File: src/rtl/smt_pkg.sv
package smt_pkg;
  typedef enum logic [2:0] {
    ST_IDLE,
    ST_WRITE,
    ST_RESEED,
    ST_READ,
    ST_DONE
  } smt_state_e;

  localparam logic [31:0] GEN_SEED = 32'h5EED_0001;
  localparam logic [31:0] GEN_TAPS = 32'h8020_0003;

  function automatic logic [31:0] gen_step(input logic [31:0] s);
    return (s >> 1) ^ (s[0] ? GEN_TAPS : 32'h0);
  endfunction
endpackage

File: src/rtl/smt_lfsr.sv
module smt_lfsr #(
  parameter int DATA_W = 40
) (
  input  logic              clk,
  input  logic              rst_n,
  input  logic              reseed,
  input  logic              step,
  output logic [DATA_W-1:0] word
);
  import smt_pkg::*;

  logic [31:0] state_q;

  always_ff @(posedge clk) begin
    if (!rst_n || reseed) state_q <= GEN_SEED;
    else if (step)        state_q <= gen_step(state_q);
  end

  // widen or narrow the 32-bit state onto the data bus
  for (genvar i = 0; i < DATA_W; i++) begin : g_map
    assign word[i] = state_q[i % 32];
  end
endmodule

File: src/rtl/smt_addr_gen.sv
module smt_addr_gen #(
  parameter int ROW_W    = 2,
  parameter int BANK_W   = 1,
  parameter int COL_W    = 3,
  parameter int ROW_CNT  = 3,
  parameter int BANK_CNT = 2,
  parameter int COL_CNT  = 4,
  localparam int ADDR_W  = ROW_W + BANK_W + COL_W
) (
  input  logic              clk,
  input  logic              rst_n,
  input  logic              clear,
  input  logic              step,
  output logic [ADDR_W-1:0] addr,
  output logic              last
);
  localparam logic [ROW_W-1:0]  ROW_END  = ROW_W'(ROW_CNT - 1);
  localparam logic [BANK_W-1:0] BANK_END = BANK_W'(BANK_CNT - 1);
  localparam logic [COL_W-1:0]  COL_END  = COL_W'(COL_CNT - 1);

  logic [ROW_W-1:0]  row_q;
  logic [BANK_W-1:0] bank_q;
  logic [COL_W-1:0]  col_q;
  logic              col_wrap, bank_wrap, row_wrap;

  assign col_wrap  = (col_q == COL_END);
  assign bank_wrap = (bank_q == BANK_END);
  assign row_wrap  = (row_q == ROW_END);

  always_ff @(posedge clk) begin
    if (!rst_n || clear) begin
      row_q  <= '0;
      bank_q <= '0;
      col_q  <= '0;
    end else if (step) begin
      col_q <= col_wrap ? '0 : col_q + 1'b1;
      if (col_wrap) begin
        bank_q <= bank_wrap ? '0 : bank_q + 1'b1;
        if (bank_wrap) row_q <= row_wrap ? '0 : row_q + 1'b1;
      end
    end
  end

  assign addr = {row_q, bank_q, col_q};
  assign last = col_wrap && bank_wrap && row_wrap;
endmodule

File: src/rtl/smt_compare.sv
module smt_compare #(
  parameter int DATA_W = 40,
  parameter int ADDR_W = 6
) (
  input  logic              clk,
  input  logic              rst_n,
  input  logic              pass_clear,
  input  logic              chk_valid,
  input  logic [DATA_W-1:0] got,
  input  logic [DATA_W-1:0] want,
  input  logic [ADDR_W-1:0] chk_addr,
  output logic              pass_err,
  output logic              fail_sticky,
  output logic [ADDR_W-1:0] fail_addr
);
  logic miss;
  assign miss = chk_valid && (got != want);

  always_ff @(posedge clk) begin
    if (!rst_n) begin
      pass_err    <= 1'b0;
      fail_sticky <= 1'b0;
      fail_addr   <= '0;
    end else begin
      if (pass_clear) pass_err <= 1'b0;
      else if (miss)  pass_err <= 1'b1;
      if (miss && !fail_sticky) begin
        fail_sticky <= 1'b1;
        fail_addr   <= chk_addr;
      end
    end
  end
endmodule

File: src/rtl/seq_mem_tester.sv
module seq_mem_tester #(
  parameter int ROW_W    = 2,
  parameter int BANK_W   = 1,
  parameter int COL_W    = 3,
  parameter int ROW_CNT  = 3,
  parameter int BANK_CNT = 2,
  parameter int COL_CNT  = 4,
  parameter int DATA_W   = 40
) (
  input  logic                            clk,
  input  logic                            rst_n,
  input  logic                            seq_en,
  output logic                            req_valid,
  input  logic                            req_ready,
  output logic                            req_write,
  output logic [ROW_W+BANK_W+COL_W-1:0]   req_addr,
  output logic [DATA_W-1:0]               req_wdata,
  input  logic                            rd_valid,
  input  logic [DATA_W-1:0]               rd_data,
  output logic                            done,
  output logic                            pass_ok,
  output logic                            fail_sticky,
  output logic [ROW_W+BANK_W+COL_W-1:0]   fail_addr
);
  import smt_pkg::*;

  localparam int ADDR_W = ROW_W + BANK_W + COL_W;

  smt_state_e        state_q, state_d;
  logic              fire, wr_fire, rd_fire, beat;
  logic              reads_issued_q;
  logic              iss_last, ret_last, iss_clear;
  logic [ADDR_W-1:0] iss_addr, ret_addr;
  logic [DATA_W-1:0] wr_word, exp_word;
  logic              pass_err;

  assign fire    = req_valid && req_ready;
  assign wr_fire = fire && (state_q == ST_WRITE);
  assign rd_fire = fire && (state_q == ST_READ);
  assign beat    = rd_valid && (state_q == ST_READ);
  assign iss_clear = (state_q == ST_IDLE) || (state_q == ST_RESEED) || (state_q == ST_DONE);

  // request side: address walker and write-data generator
  smt_addr_gen #(
    .ROW_W(ROW_W), .BANK_W(BANK_W), .COL_W(COL_W),
    .ROW_CNT(ROW_CNT), .BANK_CNT(BANK_CNT), .COL_CNT(COL_CNT)
  ) u_iss_addr (
    .clk(clk), .rst_n(rst_n), .clear(iss_clear), .step(fire),
    .addr(iss_addr), .last(iss_last)
  );

  smt_lfsr #(.DATA_W(DATA_W)) u_wr_gen (
    .clk(clk), .rst_n(rst_n), .reseed(iss_clear), .step(wr_fire),
    .word(wr_word)
  );

  // return side: address walker and expected-data generator, paced by beats
  smt_addr_gen #(
    .ROW_W(ROW_W), .BANK_W(BANK_W), .COL_W(COL_W),
    .ROW_CNT(ROW_CNT), .BANK_CNT(BANK_CNT), .COL_CNT(COL_CNT)
  ) u_ret_addr (
    .clk(clk), .rst_n(rst_n), .clear(state_q == ST_RESEED), .step(beat),
    .addr(ret_addr), .last(ret_last)
  );

  smt_lfsr #(.DATA_W(DATA_W)) u_exp_gen (
    .clk(clk), .rst_n(rst_n), .reseed(state_q == ST_RESEED), .step(beat),
    .word(exp_word)
  );

  smt_compare #(.DATA_W(DATA_W), .ADDR_W(ADDR_W)) u_cmp (
    .clk(clk), .rst_n(rst_n),
    .pass_clear((state_q == ST_IDLE) || (state_q == ST_DONE)),
    .chk_valid(beat), .got(rd_data), .want(exp_word), .chk_addr(ret_addr),
    .pass_err(pass_err), .fail_sticky(fail_sticky), .fail_addr(fail_addr)
  );

  always_comb begin
    state_d = state_q;
    unique case (state_q)
      ST_IDLE:   state_d = seq_en ? ST_WRITE : ST_DONE;
      ST_WRITE:  if (wr_fire && iss_last) state_d = ST_RESEED;
      ST_RESEED: state_d = ST_READ;
      ST_READ:   if (beat && ret_last) state_d = ST_DONE;
      ST_DONE:   state_d = seq_en ? ST_WRITE : ST_DONE;
      default:   state_d = ST_IDLE;
    endcase
  end

  always_ff @(posedge clk) begin
    if (!rst_n) begin
      state_q        <= ST_IDLE;
      reads_issued_q <= 1'b0;
    end else begin
      state_q <= state_d;
      if (state_q == ST_RESEED)       reads_issued_q <= 1'b0;
      else if (rd_fire && iss_last)   reads_issued_q <= 1'b1;
    end
  end

  assign req_valid = (state_q == ST_WRITE) || ((state_q == ST_READ) && !reads_issued_q);
  assign req_write = (state_q == ST_WRITE);
  assign req_addr  = iss_addr;
  assign req_wdata = wr_word;
  assign done      = (state_q == ST_DONE);
  assign pass_ok   = done && !pass_err;
endmodule

File: config.mk
export PLATFORM = sky130hd
export DESIGN_NAME = seq_mem_tester
export DESIGN_NICKNAME = d
export VERILOG_FILES = /design/src/rtl/smt_pkg.sv /design/src/rtl/smt_lfsr.sv /design/src/rtl/smt_addr_gen.sv /design/src/rtl/smt_compare.sv /design/src/rtl/seq_mem_tester.sv
export SDC_FILE = /design/constraint.sdc
export NUM_CORES = 1
export LEC_CHECK = 0
export ABC_AREA = 0
export ABC_CLOCK_PERIOD_IN_PS = 5400
export BUFFER_PORTS_ARGS = -buffer_cell sky130_fd_sc_hd__buf_2
export CORE_UTILIZATION = 56
export DETAILED_ROUTE_END_ITERATION = 10
export MAX_ROUTING_LAYER = met4
export PLACE_DENSITY = 0.91
export SLEW_MARGIN = 10
export SYNTH_ARGS = -nofsm -noshare
export SYNTH_HDL_FRONTEND = slang
export SYNTH_SLANG_ARGS = --single-unit
File: constraint.sdc
create_clock -name clk -period 5.4 [get_ports clk]
set_clock_uncertainty 0.1 [all_clocks]
set_input_delay 0.27 -clock clk [delete_from_list [all_inputs] [get_ports clk]]
set_output_delay 0.27 -clock clk [all_outputs]
set_load 0.01 [all_outputs]
After elaboration in Yosys (flattened, before gate mapping) --
Cells that the tools add are included.
Cells by class: $add $sub $neg 6, equal/unequal tests 11, multiplexer cells 12, bitwise gates (word level) 3, reduce and logical (&&, ||, !) cells 34
Operators by type and width (count):
- 32-bit two-way mux | 2
- 31-bit by 32-bit XOR with 32-bit output | 2
- 40-bit inequality test | 1
- 1-bit logical AND | 15
- 3-bit two-way mux | 5
- 3-bit by 2-bit == test with 1-bit output (second input constant) | 4
- 3-bit case mux with 4 select lines | 1
- 3-bit by 1-bit adder with 3-bit output (second input constant) | 2
- 1-bit logical OR | 6
- 2-bit AND reduction | 3
- 3-bit AND reduction | 2
- 2-bit OR reduction | 3
- 2-bit by 1-bit adder with 2-bit output (second input constant) | 2
- 2-bit == test (second input constant) | 2
- 1-bit zero test | 4
- 2-bit two-way mux | 2
- 3-bit by 1-bit == test with 1-bit output (second input constant) | 1
- 3-bit == test (second input constant) | 1
- 3-bit zero test | 1
- 1-bit adder (second input constant) | 2
- 1-bit two-way mux | 2
- 2-bit by 1-bit inequality test with 1-bit output (second input constant) | 1
- 2-bit inequality test (second input constant) | 1
- 1-bit inverter | 1
Word-level totals: register bits after elaboration 88, bits of input ports 45, output and inout port bits 57, word-level logic and storage cells 79

Depth between registers and ports, before layout --
Gate-level depths: netlist of the first run.
depth in word-level cells 8, depth in mapped cells 8, depth with buffers taken out 6

Hierarchy --
Synthesis of the first run repeated with hierarchy kept, for this count alone.
Second synthesis, totals: cell total of the unflattened synthesis 417, area, all modules 4083.9 µm²
Modules (own cells, without submodules):
- smt_lfsr | times used 2, cells an instance 116, area an instance 1246.2 µm², seq. area each 640.6 µm²
- smt_compare | times used 1, cells an instance 88, area an instance 753.2 µm², seq. area each 160.2 µm²
- smt_addr_gen | times used 2, cells an instance 31, area an instance 281.5 µm², seq. area each 120.1 µm²
- seq_mem_tester | times used 1, cells an instance 35, area an instance 275.3 µm², seq. area each 80.1 µm²

Least setup slack after synthesis of the first run --
OpenSTA, ideal clock, no wires.
kind register -> register, from register u_ret_addr.col_q[0], to register state_q[0], setup time 0.120 ns, arrival 1.514 ns, required time 5.180 ns, setup slack 3.666 ns, stages on the path, launching flop included 6, path buffers 0, clock period less this slack 1.734 ns, path through dfxtp_1 ha_1 nor2b_1 nand3_4 o311a_4 o31a_1
Between the ends: longest elaborated chain between the ends 6
Ends and longest elaborated chain:
- from (decl) | line smt_addr_gen.sv:23 | logic [COL_W-1:0] col_q;
- from (signal assigned) | line smt_addr_gen.sv:36 | col_q <= col_wrap ? '0 : col_q + 1'b1;
- 3-bit by 2-bit == test with 1-bit output | line smt_addr_gen.sv:26 | assign col_wrap = (col_q == COL_END);
- 1-bit logical AND (2 in series) | line smt_addr_gen.sv:45 | assign last = col_wrap && bank_wrap && row_wrap;
- 1-bit logical AND | line seq_mem_tester.sv:84 | ST_READ: if (beat && ret_last) state_d = ST_DONE;
- 2-bit inequality test (no source line)
- 2-bit AND reduction (no source line)
- to (signal assigned) | line seq_mem_tester.sv:95 | state_q <= state_d;
- to (decl) | line seq_mem_tester.sv:29 | smt_state_e state_q, state_d;
Every way passes these cells. A chain may end at the register's enable or synchronous reset.

Worst setup path after layout of the first run --
from register state_q[1], to register u_iss_addr.col_q[2]
Between the ends: longest elaborated chain between the ends 4, elaborated cells on any way between the ends 11, those cells by class eq/ne: 4; reduce/logical: 7
Ends and longest elaborated chain:
- 3-bit by 2-bit == test with 1-bit output, or another cell as far along | line seq_mem_tester.sv:101 | assign req_valid = (state_q == ST_WRITE) || ((state_q == ST_READ) && !reads_issued_q);
- 1-bit logical AND / 1-bit logical OR (equally long branches) | line seq_mem_tester.sv:101, seq_mem_tester.sv:41
- 1-bit logical OR, on equally long branches | line seq_mem_tester.sv:101, seq_mem_tester.sv:41
- 1-bit logical AND / 1-bit logical OR (equally long branches) | line seq_mem_tester.sv:37, smt_addr_gen.sv:31
- to (signal assigned) | line smt_addr_gen.sv:36
- to (decl) | line smt_addr_gen.sv:23
Several ways; a longest one is shown, not always the timed one.

==> impl_metrics.yaml, run 1 <==
critical_path:
  cp-start-kind: "flop"
  reg2regPathDepth: 4
  crit_fanout: 27
  cp_data_required_time_ns: 5.57
  path_cells: "nand2b_1 > o21ai_2 > nor2_1 > and3_1"
  cp_num_buf_inv: 0
  max_stage_delay_ns: 0.89
  crit_path_start: "state_q[1]"
  crit_family: "simple AND/OR/NAND/NOR gates"
  ff2ff_setup_slack_ns: 2.67
  critical-path-slowest-cell: "o21ai_2"
  timing.rr.start: "state_q[1]"
  r2r-end: "u_iss_addr.col_q[2]"
  worstPathArrival_ns: 2.90
  cp-end-kind: "flop"
  worstSetupPathType: "reg2reg"
timing:
  rsz0062_at_grt: "false"
  relSlewSlack: 0.247
  final_max_slew_viol_count: 0
  tns_ns: 0
  min_period_ns: 2.73
  finalCritPeriodShare: 0.505
  tightest_slew_ns: 1.13
  hold_viol: 0
  layout_setup_ws_ns: 2.67
  fmaxAchievable_mhz: 367
  setup_violations: 0
clock_tree:
  cts_made_buffers: 9
  clk-insertion-delay-late_ns: 0.37
  clockBufferDepth: 2
  clk_pin_slew_ns: 0.09
  htree_levels: 3
  cts_root_buffer: "clkbuf_8"
  tritoncts: "yes"
  clock_sinks: 88
  cts_setup_buffers: 0
  hold_buffers: 0
  cts_resized: 0
final_layout:
  final_util: 0.696
  design_area_sq_um: 4520
  layout-drive-gt1-share: 0.241
  n_fill_cell: 481
  diodes: 0
  nets: 590
  areaGrowthSynthToFinish_pct: 17.0
synthesis:
  syn-num-nets: 511
  synth_seq_cells: 88
  synth-seq-area-share: 0.456
  netlist_area_sq_um: 3870
  yosysTopAreaCell: "dfxtp_1"
  synth_area_per_cell_sq_um: 8.34
  ys_warn_count: 0
  ys_top_cells_by_area: "dfxtp_1 (46%), nand2_1 (14%), xnor2_1 (8.6%), a21oi_1 (6.6%), nand3_1 (3.2%)"
  yosys.area.top_type_share: 0.456
  synth_cells: 464
  ys_types: 45
global_route:
  grt_max_degree: 38
  grt_usage: 0.256
  antenna_found_initial: 0
  overflow: 0
  grt_pass1_wl_um: 14100
  grt_pass1_vias: 3068
floorplanning:
  die_x_um: 85.1
  die_y_um: 85.1
  num_rows: 29
  start_util: 0.595
  io_pins: 102
  coreArea_sq_um: 6490
  die_area_sq_um: 7240
power:
  power.density_nw_per_um2: 343
  power.leakage_nw: 1.84
  ir_drop_uv: 212
routing:
  drtIter0Drc: 229
  ant_nets: 0
  vias: 3395
  wl_per_cell_um: 14.2
  routed_via_density: 5.43
  wl_um: 8880
  drc: 0
  drt_first_pass_iters: 5
status:
  outcome: "finished, final reports clean"
place:
  hpwl_um: 6170
  place_area_sq_um: 4290
  port_buffers: 101
  place_congestion: 0.903
  post-place-ws_ns: 2.79
min_path:
  hold_path.class: "in2reg"
  hold_depth: 2
  hp-start: "rst_n"
  min_to: "u_cmp.fail_sticky"
job:
  drv_cap: 0
[layout by cell type (no fill, tap or decap), types with 5 or more instances in the layout]
cell type,count
a21oi_1,51
and3_1,5
buf_2,101
clkbuf_8,10
dfxtp_1,88
mux2i_1,6
nand2_1,142
nand3_1,25
nand4_1,8
nor2_1,12
nor3_1,8
xnor2_1,38
[power breakdown]
group          switching (W)  total (W)  internal, W
clock network       0.000243   0.000518     0.000275
registers          0.0000463   0.000727     0.000681
logic               0.000198   0.000307     0.000109
[synth_stat cells]
| library cell | instances |
|---|---|
| xnor2_1 | 38 |
| a221oi_4 | 1 |
| buf_6 | 2 |
| nor4b_2 | 1 |
| inv_1 | 1 |
| or3_4 | 2 |
| or3_1 | 1 |
| nand2b_1 | 3 |
| nand3_1 | 25 |
| and4b_1 | 1 |
| mux2i_1 | 6 |
| o211ai_1 | 2 |
| and2_1 | 3 |
| o22ai_1 | 1 |
| nor2_1 | 12 |
| o21ai_0 | 1 |
| a211oi_1 | 2 |
| o21ai_1 | 3 |
| dfxtp_1 | 88 |
| nor3_1 | 8 |
| o31a_1 | 1 |
| a21oi_1 | 51 |
| or3b_1 | 1 |
| nor2b_1 | 3 |
| nand2_1 | 142 |
| clkbuf_1 | 12 |
| and3_2 | 1 |
| nand3_4 | 2 |
| o221a_1 | 1 |
| buf_1 | 3 |
| o311a_4 | 1 |
| buf_4 | 11 |
| a311oi_4 | 1 |
| a21boi_0 | 1 |
| o21a_1 | 3 |
| nor4_2 | 2 |
| xor2_1 | 1 |
| buf_2 | 6 |
| and2b_4 | 1 |
| nand3b_1 | 1 |
| and2b_1 | 1 |
| ha_1 | 2 |
| nand4_1 | 8 |
| a31oi_1 | 2 |
| and3_1 | 5 |
[worst max path at each step]
stage | depth (start not counted) | end | slack (ns)
finish | 4 | u_iss_addr.col_q[2] | 2.67
global placement | 4 | u_iss_addr.col_q[2] | 2.86
global route | 4 | u_iss_addr.col_q[2] | 2.53
floorplan | 5 | state_q[0] | 3.67
detailed placement | 4 | u_iss_addr.col_q[2] | 2.79
CTS | 4 | u_iss_addr.col_q[2] | 2.74
[metrics by stage]
step	total power, W	hold slack [ns]	cells
floorplan	0.000959	0.326	464
global placement	0.00103	0.335	609
detailed placement	0.00104	0.346	609
CTS	0.00155	0.208	625
global route	0.00162	0.219	625
finish	0.00155	0.214	625
[cell type report]
type | instances | area, sq um | area share
well taps | 77 | 96.3 | 0.0213
flip-flops and latches | 88 | 1760 | 0.389
inverters | 1 | 3.75 | 0.000830
repair buffers | 102 | 513 | 0.113
clock inverters | 6 | 92.6 | 0.0205
multi-input cells | 341 | 1920 | 0.424
clock buffers | 10 | 138 | 0.0304
[registers in the layout, indices dropped and copies added (netlist names)]
| signal | flops |
|---|---|
| u_iss_addr.bank_q | 1 |
| reads_issued_q | 1 |
| state_q | 3 |
| u_exp_gen.state_q | 32 |
| u_cmp.pass_err | 1 |
| u_ret_addr.bank_q | 1 |
| u_iss_addr.row_q | 2 |
| u_wr_gen.state_q | 32 |
| u_cmp.fail_addr | 6 |
| u_iss_addr.col_q | 3 |
| u_ret_addr.col_q | 3 |
| u_ret_addr.row_q | 2 |
| u_cmp.fail_sticky | 1 |
[layer usage]
metal	global-route usage	vias to the layer above	share of wire	wire [um]
met4	0.112	0	0.024	211
met1	0.307	1580	0.44	3870
met3	0.0457	22	0.043	386
met5	-	-	0	0
met2	0.422	101	0.50	4410
li1	-	1692	-	-
[cells by family (layout without fill, tap and decap cells)]
kind of cell	Yosys count	after routing	synth area share
adder cells (fa/ha/maj)	2	2	0.00647
AO/OA/AOI/OAI	71	71	0.116
flip-flops	88	88	0.456
buffers and inverters	35	119	0.0505
AND/OR/NAND/NOR	223	223	0.268
XOR/XNOR	39	39	0.0883
multiplexers	6	6	0.0155
Note: power is estimated with default switching activity, not from simulation.
==> inputs of run 2 (changes only) <==
--- a/config.mk
+++ b/config.mk
@@ -6,12 +6,12 @@
 export NUM_CORES = 1
 export LEC_CHECK = 0
 export ABC_AREA = 0
-export ABC_CLOCK_PERIOD_IN_PS = 5400
+export ABC_CLOCK_PERIOD_IN_PS = 2250
 export BUFFER_PORTS_ARGS = -buffer_cell sky130_fd_sc_hd__buf_2
-export CORE_UTILIZATION = 56
+export CORE_UTILIZATION = 47
 export DETAILED_ROUTE_END_ITERATION = 10
 export MAX_ROUTING_LAYER = met4
-export PLACE_DENSITY = 0.91
+export PLACE_DENSITY = 0.82
 export SLEW_MARGIN = 10
 export SYNTH_ARGS = -nofsm -noshare
 export SYNTH_HDL_FRONTEND = slang
==> constraint.sdc (replaced) <==
create_clock -name clk -period 2.25 [get_ports clk]
set_clock_uncertainty 0.1 [all_clocks]
set_input_delay 0.1125 -clock clk [delete_from_list [all_inputs] [get_ports clk]]
set_output_delay 0.1125 -clock clk [all_outputs]
set_load 0.01 [all_outputs]
==> run 2 against run 1 <==
Against the previous run:
- final cell count up 5.4%
- critical path depth is 1 higher
- clock-buffer cell count did not move
- critical endpoint is now u_iss_addr.row_q[1]
- largest power group unchanged
- register-to-register slack worse by 2.4 ns
- highest routed layer unchanged
- die area increased by 19%
==> impl_metrics.yaml, run 2 (synthesis results as in run 1) <==
floorplanning:
  start_util: 0.493
  die_x_um: 92.7
  num_rows: 32
  coreArea_sq_um: 7850
  die_y_um: 92.7
  die_area_sq_um: 8600
  io_pins: 102
global_route:
  grt_max_degree: 37
  overflow: 0
  grt_usage: 0.223
  antenna_found_initial: 0
  grt_pass1_vias: 3248
  grt_pass1_wl_um: 14800
routing:
  wl_per_cell_um: 13.4
  wl_met2_um: 4340
  dr.max_layer_used: "met4"
  met3WireLength_um: 370
  vias: 3389
  routed_via_density: 5.14
  drc: 0
  drtIter0Drc: 201
  drt_first_pass_iters: 4
  wl_um: 8820
  ant_nets: 0
  wl_met1_um: 3820
place:
  place_congestion: 0.893
  port_buffers: 101
  hpwl_um: 6320
final_layout:
  layout_commonest_cell: "nand2_1"
  diodes: 0
  nets: 599
  top_regs: "u_exp_gen.state_q x32, u_wr_gen.state_q x32, u_cmp.fail_addr x6"
  layout_common_cells: "nand2_1 (142), buf_2 (101), dfxtp_1 (88)"
  layout-drive-gt1-share: 0.253
  areaGrowthSynthToFinish_pct: 18.9
critical_path:
  crit_fanout: 10
  reg2regPathDepth: 5
  endpoint: "u_iss_addr.row_q[1]"
  timing.rr.start: "state_q[0]"
  worstSetupPathType: "reg2reg"
  cp-end-kind: "flop"
  cp-start-kind: "flop"
  ff2ff_setup_slack_ns: 0.29
  cp_data_required_time_ns: 2.41
  r2r-end: "u_iss_addr.row_q[1]"
  crit_path_start: "state_q[0]"
  worstPathArrival_ns: 2.12
clock_tree:
  hold_buffers: 0
  cts_resized: 0
  clk-insertion-delay-late_ns: 0.35
  cts_made_buffers: 9
  tritoncts: "yes"
  cts_setup_buffers: 0
  htree_levels: 3
  clock_sinks: 88
  clockBufferDepth: 2
  cts_root_buffer: "clkbuf_8"
  clk_pin_slew_ns: 0.08
power:
  power.total_w: 0.00363
  ir_drop_uv: 455
  power.leakage_nw: 1.87
  power.density_nw_per_um2: 790
timing:
  tightest_slew_ns: 1.07
  rsz0062_at_grt: "false"
  finalCritPeriodShare: 0.871
  fmaxAchievable_mhz: 510
  final_max_slew_viol_count: 0
  hold_viol: 0
  relSlewSlack: 0.284
  min_period_ns: 1.96
  setup_violations: 0
  tns_ns: 0
job:
  drv_cap: 0
min_path:
  hold_path.class: "in2reg"
status:
  outcome: "finished, final reports clean"
==> run 2: cell types whose count changed in the layout (fill, tap and decap cells not counted) <==
cell	previous run	this run
clkinv_4	2	1
buf_4	1	10
clkinv_2	0	1
inv_6	0	1
bufinv_16	2	1
==> run 2: area by class of cell <==
type                    count  area, sq um
clock buffers              10          138
well taps                 102          128
clock inverters             6         67.6
repair buffers            111          581
inverters                   1         3.75
multi-input cells         341         1920
fillers                   725         3250
flip-flops and latches     88         1760
==> run 2: worst min-delay path by stage <==
stage                       start                   to  slack (ns)  depth (start not counted)
3_3_place_gp   u_cmp.fail_addr[2]   u_cmp.fail_addr[2]        0.34                          2
2_1_floorplan           req_ready  u_wr_gen.state_q[2]        0.24                          3
5_1_grt                    seq_en           state_q[2]        0.06                          4
4_1_cts                    seq_en           state_q[2]        0.04                          4
6_report                    rst_n    u_cmp.fail_sticky        0.06                          2
3_5_place_dp   u_cmp.fail_addr[2]   u_cmp.fail_addr[2]        0.35                          2
==> run 2: where the power goes <==
part           switching, W  total [W]  leakage [nW]  internal [W]
combinational      0.000490   0.000797          1.06      0.000307
sequential        0.0000949    0.00173         0.711       0.00163
clock              0.000558    0.00110        0.0989      0.000547
total               0.00114    0.00363          1.87       0.00249
==> run 2: stage by stage <==
| step | util | worst slack, ns | instance area (sq um) | hold WS, ns | std cells |
|---|---|---|---|---|---|
| after floorplan | - | 0.516 | 3870 | 0.245 | 464 |
| after global placement | 0.560 | 0.427 | 4390 | 0.343 | 643 |
| after detailed placement | 0.560 | 0.325 | 4390 | 0.350 | 643 |
| after CTS | 0.586 | 0.286 | 4600 | 0.0364 | 659 |
| after global routing | 0.586 | 0.150 | 4600 | 0.0598 | 659 |
| final | 0.586 | 0.290 | 4600 | 0.0557 | 659 |
==> run 2: metal layers <==
metal  GRT usage  vias to the layer above
met1       0.271                     1559
met3      0.0402                       25
met2       0.358                       89
met4       0.110                        0
met5           -                        -
li1            -                     1716
==> run 2: critical path, stage by stage, from the launching register on <==
cell	delay (ns)
dfxtp_1	0.56
and2b_4	0.27
and3_1	0.23
nand3_1	0.15
or3b_1	0.41
a21oi_1	0.16
==> inputs of run 3 (changes only) <==
--- a/config.mk
+++ b/config.mk
@@ -12,6 +12,7 @@
 export DETAILED_ROUTE_END_ITERATION = 10
 export MAX_ROUTING_LAYER = met4
 export PLACE_DENSITY = 0.82
+export RECOVER_POWER = 50
 export SLEW_MARGIN = 10
 export SYNTH_ARGS = -nofsm -noshare
 export SYNTH_HDL_FRONTEND = slang
==> run 3 against run 2 <==
Against the previous run:
- core utilization down 1.0 points
- via count about the same
- clock-buffer cell count unchanged
- sequential power about the same
- critical path depth down 1
- hold slack better by 0.0029 ns
- final cell count unchanged
- register-to-register slack about the same
- design area down 1.7%
- highest routed layer unchanged
==> impl_metrics.yaml, run 3 (synthesis results as in run 1) <==
status:
  outcome: "finished, final reports clean"
final_layout:
  multi_input_area_sq_um: 1910
  top_regs: "u_exp_gen.state_q x32, u_wr_gen.state_q x32, u_cmp.fail_addr x6"
  layout_commonest_cell: "nand2_1"
  layout_common_cells: "nand2_1 (142), dfxtp_1 (88), clkbuf_1 (54)"
  fin_cells: 659
  diodes: 0
  layout-drive-gt1-share: 0.154
  n_fill_cell: 752
  areaGrowthSynthToFinish_pct: 16.8
  nets: 599
  final-seq-area_sq_um: 1760
power:
  p_sw_frac: 0.315
  ir_drop_uv: 454
  power.density_nw_per_um2: 799
  p_int_w: 0.00247
  power_frac_comb: 0.216
  pwr-share-clk: 0.306
  power.leakage_nw: 1.67
  switchingPower_w: 0.00114
  power.total_w: 0.00361
  seq_power_share: 0.478
timing:
  min_period_ns: 1.95
  tns_ns: 0
  setup_violations: 0
  tightest_slew_ns: 1.07
  relSlewSlack: 0.286
  finalCritPeriodShare: 0.865
  fmaxAchievable_mhz: 514
  hold_viol: 0
  final_max_slew_viol_count: 0
  hold_slack_ns: 0.0586
  rsz0062_at_grt: "false"
critical_path:
  cp_data_required_time_ns: 2.43
  worstSetupPathType: "reg2reg"
  cp-start-kind: "flop"
  cp-end-kind: "flop"
  worstPathArrival_ns: 2.12
  crit_fanout: 10
place:
  hpwl_um: 6320
  place_congestion: 0.893
  placedCellCount: 643
  port_buffers: 101
clock_tree:
  clock_sinks: 88
  cts_root_buffer: "clkbuf_8"
  hold_buffers: 0
  htree_levels: 3
  clockBufferDepth: 2
  clk_pin_slew_ns: 0.08
  cts_setup_buffers: 0
  cts_made_buffers: 9
  tritoncts: "yes"
  clk-insertion-delay-late_ns: 0.35
  cts_resized: 0
routing:
  wl_per_cell_um: 13.4
  ant_nets: 0
  wl_um: 8840
  drtIter0Drc: 184
  vias: 3387
  routed_via_density: 5.14
  drt_first_pass_iters: 4
  drc: 0
min_path:
  hold_path.class: "in2reg"
floorplanning:
  io_pins: 102
  die_y_um: 92.7
  die_x_um: 92.7
  start_util: 0.493
  num_rows: 32
  die_area_sq_um: 8600
  coreArea_sq_um: 7850
job:
  drv_cap: 0
global_route:
  antenna_found_initial: 0
  grt_pass1_vias: 3248
  overflow: 0
  grt_usage: 0.223
  grt_pass1_wl_um: 14800
  grt_max_degree: 37
[run 3: changes by cell type in the layout (fill, tap and decap cells not counted), sizes merged]
| cell | previous run | this run |
|---|---|---|
| buf | 111 | 57 |
| clkbuf | 10 | 64 |
[run 3: metrics by stage]
stage                     cell area [sq um]  setup WS (ns)  utilization
after global placement                 4390          0.427        0.560
after detailed placement               4390          0.325        0.560
final                                  4520          0.304        0.576
after CTS                              4600          0.286        0.586
after global routing                   4520          0.171        0.576
after floorplan                        3870          0.516            -
[run 3: power by group through the flow]
stage                     registers [W]  clock network, W  logic, W
after floorplan                 0.00174                 0  0.000566
after global placement          0.00176                 0  0.000773
after detailed placement        0.00176                 0  0.000792
after CTS                       0.00173           0.00113  0.000795
after global routing            0.00174           0.00120  0.000875
final                           0.00173           0.00110  0.000779
[run 3: final timing paths]
path	from	end	slack (ns)	depth (start not counted)
min reg2reg	u_cmp.fail_addr[2]	u_cmp.fail_addr[2]	0.36	2
max	state_q[0]	u_cmp.fail_addr[3]	0.30	4
max reg2reg	state_q[0]	u_cmp.fail_addr[3]	0.30	4
min	rst_n	u_cmp.fail_sticky	0.06	2
[run 3: layer usage]
metal | part of all wire | up-vias | track usage
met5 | 0 | - | -
met4 | 0.034 | 0 | 0.110
met3 | 0.055 | 27 | 0.0402
met2 | 0.48 | 97 | 0.358
met1 | 0.43 | 1549 | 0.271
li1 | - | 1714 | -
[run 3: cell type report]
type	count	area share
well taps	102	0.0283
inverters	1	0.000831
repair buffers	111	0.114
multi-input cells	341	0.422
clock inverters	6	0.0150
flip-flops and latches	88	0.390
clock buffers	10	0.0305
[run 3: worst max-delay path: stages (launching register included)]
cell and delay (ns):
dfxtp_1 0.56, and2b_4 0.26, nand3_1 0.16, a311oi_4 0.55, mux2i_1 0.25
